### src/rtl/sbus_irq_pkg.sv
package sbus_irq_pkg;

  localparam int REG_W    = 8;
  localparam int LEVEL_W  = 3;
  localparam int NPEND    = 3;
  localparam int BIT_MODE = 7;
  localparam int BIT_RSVD = 3;
  localparam int BIT_ERR  = 2;
  localparam int BIT_RX   = 1;
  localparam int BIT_TX   = 0;
  localparam logic [LEVEL_W-1:0] LEVEL_MUTE = '1;

  typedef enum logic [2:0] {
    SRC_NONE,
    SRC_ERR,
    SRC_RXDMA,
    SRC_TXDMA,
    SRC_RXIRQ,
    SRC_TXIRQ
  } src_e;

  typedef struct packed {
    logic err;
    logic rxdma;
    logic txdma;
    logic rxirq;
    logic txirq;
  } cand_t;

  // Fixed-order pick; mode 0 puts the error first, mode 1 puts DMA first.
  function automatic src_e arb_pick(input logic not_susp, input cand_t c);
    src_e w;
    w = SRC_NONE;
    if (!not_susp && c.err) w = SRC_ERR;
    else if (c.rxdma)       w = SRC_RXDMA;
    else if (c.txdma)       w = SRC_TXDMA;
    else if (c.err)         w = SRC_ERR;
    else if (c.rxirq)       w = SRC_RXIRQ;
    else if (c.txirq)       w = SRC_TXIRQ;
    return w;
  endfunction

  function automatic logic is_irq_src(input src_e s);
    return (s == SRC_ERR) || (s == SRC_RXIRQ) || (s == SRC_TXIRQ);
  endfunction

  function automatic logic [1:0] src_code(input src_e s);
    logic [1:0] c;
    case (s)
      SRC_ERR:   c = 2'b01;
      SRC_RXIRQ: c = 2'b10;
      SRC_TXIRQ: c = 2'b11;
      default:   c = 2'b00;
    endcase
    return c;
  endfunction

endpackage

### src/rtl/sbus_irq_events.sv
module sbus_irq_events #(
  parameter int ERR_W = 8
) (
  input  logic                           irq_enable,
  input  logic [ERR_W-1:0]               err_flags,
  input  logic                           rx_data_evt,
  input  logic                           rx_eob_evt,
  input  logic                           tx_ready_evt,
  input  logic                           tx_eob_evt,
  output logic [sbus_irq_pkg::NPEND-1:0] set_vec
);
  import sbus_irq_pkg::*;

  logic err_any;
  logic rx_any;
  logic tx_any;

  assign err_any = |err_flags;
  assign rx_any  = rx_data_evt | rx_eob_evt;
  assign tx_any  = tx_ready_evt | tx_eob_evt;

  // A set request that persists each cycle also holds the error bit high.
  always_comb begin
    set_vec         = '0;
    set_vec[BIT_ERR] = irq_enable & err_any;
    set_vec[BIT_RX]  = irq_enable & rx_any;
    set_vec[BIT_TX]  = irq_enable & tx_any;
  end

  always_comb begin
    if (!irq_enable) a_gate_r4: assert (set_vec == '0);
  end

endmodule

### src/rtl/sbus_irq_status_reg.sv
module sbus_irq_status_reg (
  input  logic                                    clk,
  input  logic                                    rst_n,
  input  logic                                    wr_en,
  input  logic [sbus_irq_pkg::REG_W-1:0]          wr_data,
  input  logic [sbus_irq_pkg::NPEND-1:0]          set_vec,
  output logic                                    mode_q,
  output logic [sbus_irq_pkg::LEVEL_W-1:0]        level_q,
  output logic [sbus_irq_pkg::NPEND-1:0]          pend_q,
  output logic [sbus_irq_pkg::REG_W-1:0]          rd_data
);
  import sbus_irq_pkg::*;

  always_ff @(posedge clk) begin
    if (!rst_n) begin
      mode_q  <= 1'b1;
      level_q <= '0;
    end else if (wr_en) begin
      mode_q  <= wr_data[BIT_MODE];
      level_q <= wr_data[BIT_MODE-1 -: LEVEL_W];
    end
  end

  for (genvar i = 0; i < NPEND; i++) begin : g_pend
    logic bit_q;
    logic clr;
    assign clr = wr_en & ~wr_data[i];
    always_ff @(posedge clk) begin
      if (!rst_n)          bit_q <= 1'b0;
      else if (set_vec[i]) bit_q <= 1'b1;
      else if (clr)        bit_q <= 1'b0;
    end
    assign pend_q[i] = bit_q;

    p_set_wins_r5: assert property (@(posedge clk) disable iff (!rst_n)
      set_vec[i] |=> bit_q);
    p_one_never_sets_r3: assert property (@(posedge clk) disable iff (!rst_n)
      (!bit_q && !set_vec[i]) |=> !bit_q);
    p_zero_clears_r3: assert property (@(posedge clk) disable iff (!rst_n)
      (clr && !set_vec[i]) |=> !bit_q);
  end

  assign rd_data = {mode_q, level_q, 1'b0, pend_q};

  always_comb begin
    a_rsvd_zero_r2: assert (rd_data[BIT_RSVD] == 1'b0);
  end

endmodule

### src/rtl/sbus_irq_prio_arb.sv
module sbus_irq_prio_arb (
  input  logic                              clk,
  input  logic                              rst_n,
  input  logic                              not_susp,
  input  logic [sbus_irq_pkg::LEVEL_W-1:0]  level,
  input  logic [sbus_irq_pkg::NPEND-1:0]    pend,
  input  logic                              rx_dma_en,
  input  logic                              tx_dma_en,
  output logic                              irq_req,
  output logic [1:0]                        irq_src,
  output logic                              rx_dma_req,
  output logic                              tx_dma_req
);
  import sbus_irq_pkg::*;

  cand_t cand;
  src_e  winner;
  logic  dma_allowed;
  logic  win_is_irq;

  assign dma_allowed = not_susp | ~pend[BIT_ERR];

  always_comb begin
    cand.err   = pend[BIT_ERR];
    cand.rxdma = rx_dma_en & pend[BIT_RX] & dma_allowed;
    cand.txdma = tx_dma_en & pend[BIT_TX] & dma_allowed;
    cand.rxirq = ~rx_dma_en & pend[BIT_RX];
    cand.txirq = ~tx_dma_en & pend[BIT_TX];
  end

  assign winner     = arb_pick(not_susp, cand);
  assign win_is_irq = is_irq_src(winner);
  assign irq_req    = win_is_irq & (level != LEVEL_MUTE);
  assign irq_src    = irq_req ? src_code(winner) : 2'b00;
  assign rx_dma_req = (winner == SRC_RXDMA);
  assign tx_dma_req = (winner == SRC_TXDMA);

  p_susp_blocks_dma_r7: assert property (@(posedge clk) disable iff (!rst_n)
    (!not_susp && pend[BIT_ERR]) |-> (!rx_dma_req && !tx_dma_req));
  p_dma_over_err_r8: assert property (@(posedge clk) disable iff (!rst_n)
    (not_susp && rx_dma_en && pend[BIT_RX]) |-> (rx_dma_req && !irq_req));
  p_single_winner_r9: assert property (@(posedge clk) disable iff (!rst_n)
    $onehot0({irq_req, rx_dma_req, tx_dma_req}));
  p_mute_level_r10: assert property (@(posedge clk) disable iff (!rst_n)
    (level == LEVEL_MUTE) |-> !irq_req);
  p_src_idle_r11: assert property (@(posedge clk) disable iff (!rst_n)
    !irq_req |-> (irq_src == 2'b00));

endmodule

### src/rtl/sbus_irq_arbiter.sv
module sbus_irq_arbiter #(
  parameter int ERR_W = 8
) (
  input  logic             clk,
  input  logic             rst_n,
  input  logic             reg_wr_en,
  input  logic [7:0]       reg_wr_data,
  output logic [7:0]       reg_rd_data,
  input  logic [ERR_W-1:0] err_flags,
  input  logic             rx_data_evt,
  input  logic             rx_eob_evt,
  input  logic             tx_ready_evt,
  input  logic             tx_eob_evt,
  input  logic             irq_enable,
  input  logic             rx_dma_en,
  input  logic             tx_dma_en,
  output logic             irq_req,
  output logic [2:0]       irq_level,
  output logic [1:0]       irq_src,
  output logic             rx_dma_req,
  output logic             tx_dma_req
);
  import sbus_irq_pkg::*;

  logic [NPEND-1:0]   set_vec;
  logic [NPEND-1:0]   pend_q;
  logic               mode_q;
  logic [LEVEL_W-1:0] level_q;

  sbus_irq_events #(.ERR_W(ERR_W)) u_events (
    .irq_enable  (irq_enable),
    .err_flags   (err_flags),
    .rx_data_evt (rx_data_evt),
    .rx_eob_evt  (rx_eob_evt),
    .tx_ready_evt(tx_ready_evt),
    .tx_eob_evt  (tx_eob_evt),
    .set_vec     (set_vec)
  );

  sbus_irq_status_reg u_reg (
    .clk    (clk),
    .rst_n  (rst_n),
    .wr_en  (reg_wr_en),
    .wr_data(reg_wr_data),
    .set_vec(set_vec),
    .mode_q (mode_q),
    .level_q(level_q),
    .pend_q (pend_q),
    .rd_data(reg_rd_data)
  );

  sbus_irq_prio_arb u_arb (
    .clk       (clk),
    .rst_n     (rst_n),
    .not_susp  (mode_q),
    .level     (level_q),
    .pend      (pend_q),
    .rx_dma_en (rx_dma_en),
    .tx_dma_en (tx_dma_en),
    .irq_req   (irq_req),
    .irq_src   (irq_src),
    .rx_dma_req(rx_dma_req),
    .tx_dma_req(tx_dma_req)
  );

  assign irq_level = level_q;

  p_err_held_r6: assert property (@(posedge clk) disable iff (!rst_n)
    (irq_enable && (|err_flags)) |=> reg_rd_data[BIT_ERR]);
  p_reset_mode_r1: assert property (@(posedge clk)
    !rst_n |=> (reg_rd_data == 8'h80));

endmodule

### config.mk
export PLATFORM = sky130hd
export DESIGN_NAME = sbus_irq_arbiter
export DESIGN_NICKNAME = d
export VERILOG_FILES = /design/src/rtl/sbus_irq_pkg.sv /design/src/rtl/sbus_irq_events.sv /design/src/rtl/sbus_irq_status_reg.sv /design/src/rtl/sbus_irq_prio_arb.sv /design/src/rtl/sbus_irq_arbiter.sv
export SDC_FILE = /design/constraint.sdc
export NUM_CORES = 1
export LEC_CHECK = 0
export ABC_AREA = 1
export ABC_CLOCK_PERIOD_IN_PS = 2750
export BUFFER_PORTS_ARGS = -buffer_cell sky130_fd_sc_hd__buf_2
export CORE_AREA = 2 2 39 41
export DETAILED_ROUTE_END_ITERATION = 8
export DIE_AREA = 0 0 41 43
export PLACE_DENSITY = 0.76
export SETUP_SLACK_MARGIN = 0.4
export SLEW_MARGIN = 40
export SYNTH_ARGS = -nofsm -noshare
export SYNTH_HDL_FRONTEND = slang
export SYNTH_SLANG_ARGS = --single-unit
### constraint.sdc
create_clock -name clk -period 2.75 [get_ports clk]
set_clock_uncertainty 0.05 [all_clocks]
set_input_delay 0.275 -clock clk [delete_from_list [all_inputs] [get_ports clk]]
set_output_delay 0.275 -clock clk [all_outputs]
set_load 0.005 [all_outputs]
==> results by stage <==
Global route:
- For this run, the total global-route usage over all layers was measured as between 10% and 20%.
- The number of antenna violations at the first check in global routing was 0.
- The number of global-route vias before repair was approximately 480.
- Summed over all layers, the global routing overflow is 0.
- Entering global routing, the biggest net connects 7 pins.
- The wire length of the first global-routing pass is approximately 1.7 mm.

Die:
- The area of the core region is 0.001384 mm^2.
- The initial utilization of the core area, before any placement, comes to just over 30%.
- In this run the horizontal extent of the chip is slightly above 40 um.
- The floorplan has 14 rows.
- Pin placement for this block handled 42 I/O pins.
- The floorplan die height is around 43 um.
- The die covers roughly 0.0018 mm^2.

Detailed routing:
- For this block, the routed nets add up to 1.072 mm of wire.
- The count of nets left with antenna violations after detail routing is 0.
- The detailed-router iteration count before antenna repair is 3.
- The detailed router placed about 530 vias in this run.
- The DRC violations left is 0.
- Dividing the detail-routed via count by the number of cells gives between 4 and 5.
- The number of DRC markers after the initial detailed-route iteration is 7.
- The average wire per cell in the routed design is between 9 and 10 um.

Min path:
- The number of cells on the worst hold path is 3.
- The classification of the worst-slack hold path is primary input to flip-flop.
- The path with the worst hold slack has its endpoint at u_reg.level_q[0].
- In this run the most critical hold path is launched from reg_wr_data[4].

Synthesis:
- By area, the combinational part of the netlist is dominated by simple AND/OR/NAND/NOR gates.
- The synthesized netlist devotes 0% of its cell area to XOR and XNOR gates.
- The register area share after synthesis is 32.84%.
- The number of distinct library cell variants in the gate-level netlist after synthesis is 11.
- The synthesized netlist occupies a cell area of 426.7 um^2.
- Summing the areas of all compound-gate instances in the mapped netlist gives between 10% and 20% of the synthesized area.
- The number of storage elements in the synthesis netlist is 7.
- After technology mapping, the gate count stands at between 60 and 70.
- Measured against the total synthesized area, the mux share comes to 0%.
- After Yosys synthesis, full adders, half adders and majority gates account for 0% of the synthesized area.
- After Yosys synthesis, and, or, nand and nor cells account for approximately 25% of the synthesized area.
- Synthesis produced a netlist with a net count of 93.
- The post-synthesis average cell area is around 6.4 um^2.
- The Yosys step of the flow raised 0 warnings.
- By area the synthesized netlist is led by dfxtp_1 33%, buf_4 14%, o21ai_0 12%, nor2_1 11%, nand2_1 7.9%.
- The dominant cell type by area after synthesis is dfxtp_1.
- In this run the biggest area consumer among cell types represents around 33% of the synthesized area.

CTS:
- The number of buffers created by CTS is 3.
- The maximum number of buffers from clock root to sink is 2.
- The number of cells upsized or downsized after cts is 0.
- The clock latency on the worst-skew pair is around 0.25 ns.
- The clock sink total is 7.
- The cell sitting at the root of the clock tree is a clkbuf_4.
- The count of H-tree levels built during CTS is 1.
- Clock-pin slew was measured on the worst setup and hold paths at 0.05 ns.
- The CTS tree is yes.
- Post-CTS timing repair inserted 0 buffers for setup.
- The post-cts hold buffer count is 0.

Cells and area:
- For this run, the post-layout net count is ~130.
- The library cells used most frequently in the layout, excluding fill and tap cells, are 39 x buf_2, 13 x nor2_1, 10 x o21ai_0.
- Of the cells placed in the final design, the portion with a size suffix greater than 1 is 42.16%.
- The synthesis-to-layout area growth is 42.52%.
- The count of antenna diodes in the layout is 0.
- The library cell used most frequently in the layout, excluding fill and tap cells, is buf_2.
- Excluding fillers, the count of instances in the completed layout stands at approximately 120.

Setup path:
- Across all register-to-register paths, the minimum setup slack is ~2.0 ns.
- For the worst setup path, the data arrival time is ~1.2 ns.
- The worst reg-to-reg path cell count is 2.
- STA puts the critical path data required time at 2.42 ns.
- The worst setup path is launched from a flip-flop.
- The critical path capture point type is an output pin.
- The launch point of the worst reg-to-reg path is u_reg.g_pend[0].bit_q.
- The endpoint of the lowest-slack register-to-register path is u_reg.g_pend[0].bit_q.
- Along the worst path, the maximum fanout reaches 4.
- The category of the most critical setup path is flip-flop to output pin.

STA:
- The minimum clock period after layout is 1.518 ns.
- Static timing analysis puts the maximum clock frequency at 0.6588 GHz.
- The final-report max-slew violation count was 0.
- For the final routed database, the setup TNS stands at 0 ns.
- The number of setup violations in the final report is 0.
- The final critical path takes up a little under three fifths of the cycle.
- Setup repair after global routing left no endpoint under its margin.
- The number of endpoints with negative hold slack in the final report is 0.

Power and ir drop:
- Summed over all cells, the static leakage comes to approximately 0.36 nW.
- The total power per unit cell area is between 400 and 500 mW/mm^2.
- The peak supply drop is about 0.0002 V.

Placement:
- The placer congestion estimate is between 0.6 and 0.7.
- The estimated wirelength of the detail-placed design is about 910 um.
- During placement, the flow inserted port buffers numbering 39.
- Counting tap cells, the placed design contains a total of around 110 instances.

Run status:
- The flow ran to the end, and the final reports show no timing, DRC or antenna violations.

Flow run:
- Max-cap violations in this run came to 0.
## sequential cells by signal, summed over array words and instances, names as in the netlist
register            cells
u_reg.g_pend.bit_q      3
u_reg.level_q           3
u_reg.mode_q            1
## per-layer routing
| layer | vias to the layer above | routed length, um | track usage (%) |
|---|---|---|---|
| li1 | 276 | - | - |
| met1 | 229 | 429 | 15.86 |
| met2 | 22 | 527 | 23.13 |
| met3 | 4 | 96 | 3.141 |
| met4 | 0 | 18 | 12.00 |
| met5 | - | 0 | 0 |
## synthesized netlist by cell type
cell,instances
a21oi_1,6
buf_4,8
conb_1,1
dfxtp_1,7
inv_1,8
nand2_1,9
nand3_1,3
nand3_2,1
nor2_1,13
o21ai_0,10
o21ai_1,1
## critical path: stages (launching register included)
cell	delay (ns)
dfxtp_1	0.37
nand2_1	0.08
a21oi_1	0.22
nor2_1	0.06
nand2_1	0.06
inv_1	0.03
buf_2	0.11
## where the power goes
part | internal [mW] | switching [mW] | total [mW]
Sequential | 0.109 | 0.00671 | 0.116
Combinational | 0.0337 | 0.0305 | 0.0641
Clock | 0.0554 | 0.0389 | 0.0943
Total | 0.198 | 0.0761 | 0.274
## cell families after synthesis
| family | Yosys count |
|---|---|
| flip-flops | 7 |
| other | 1 |
| AND/OR/NAND/NOR | 26 |
| buffers and inverters | 16 |
| AO/OA/AOI/OAI | 17 |
## how the worst max path moves through the flow
stage | from | end | slack, ns | cells past startpoint
CTS | u_reg.g_pend[1].bit_q | tx_dma_req | 1.21 | 6
global placement | rx_dma_en | tx_dma_req | 1.48 | 8
detailed placement | rx_dma_en | tx_dma_req | 1.45 | 8
global route | u_reg.g_pend[1].bit_q | tx_dma_req | 1.11 | 6
floorplan | u_reg.g_pend[1].bit_q | tx_dma_req | 1.68 | 5
finish | u_reg.g_pend[1].bit_q | tx_dma_req | 1.23 | 6
## per-stage QoR
step / total power [mW] / hold WS (ns) / utilization, % / setup WS (ns) / cell area [um^2]
after global placement: 0.1806 / 0.4171 / 42.04 / 1.479 / 581.8
after global routing: 0.2990 / 0.2058 / 43.94 / 1.107 / 608.1
final: 0.2741 / 0.1936 / 43.94 / 1.232 / 608.1
after CTS: 0.2788 / 0.1907 / 43.94 / 1.210 / 608.1
after floorplan: 0.1543 / 0.3360 / - / 1.678 / 426.7
after detailed placement: 0.1828 / 0.4354 / 42.04 / 1.454 / 581.8
## layout make-up
class	instances	area, um^2
Fill cell	150	775.7
Multi-Input combinational cell	44	196.4
Timing Repair Buffer	39	195.2
Sequential cell	7	140.1
Inverter	8	30.03
Clock buffer	4	26.28
Tap cell	16	20.02
No activity file was read; power rests on OpenSTA's default activity.
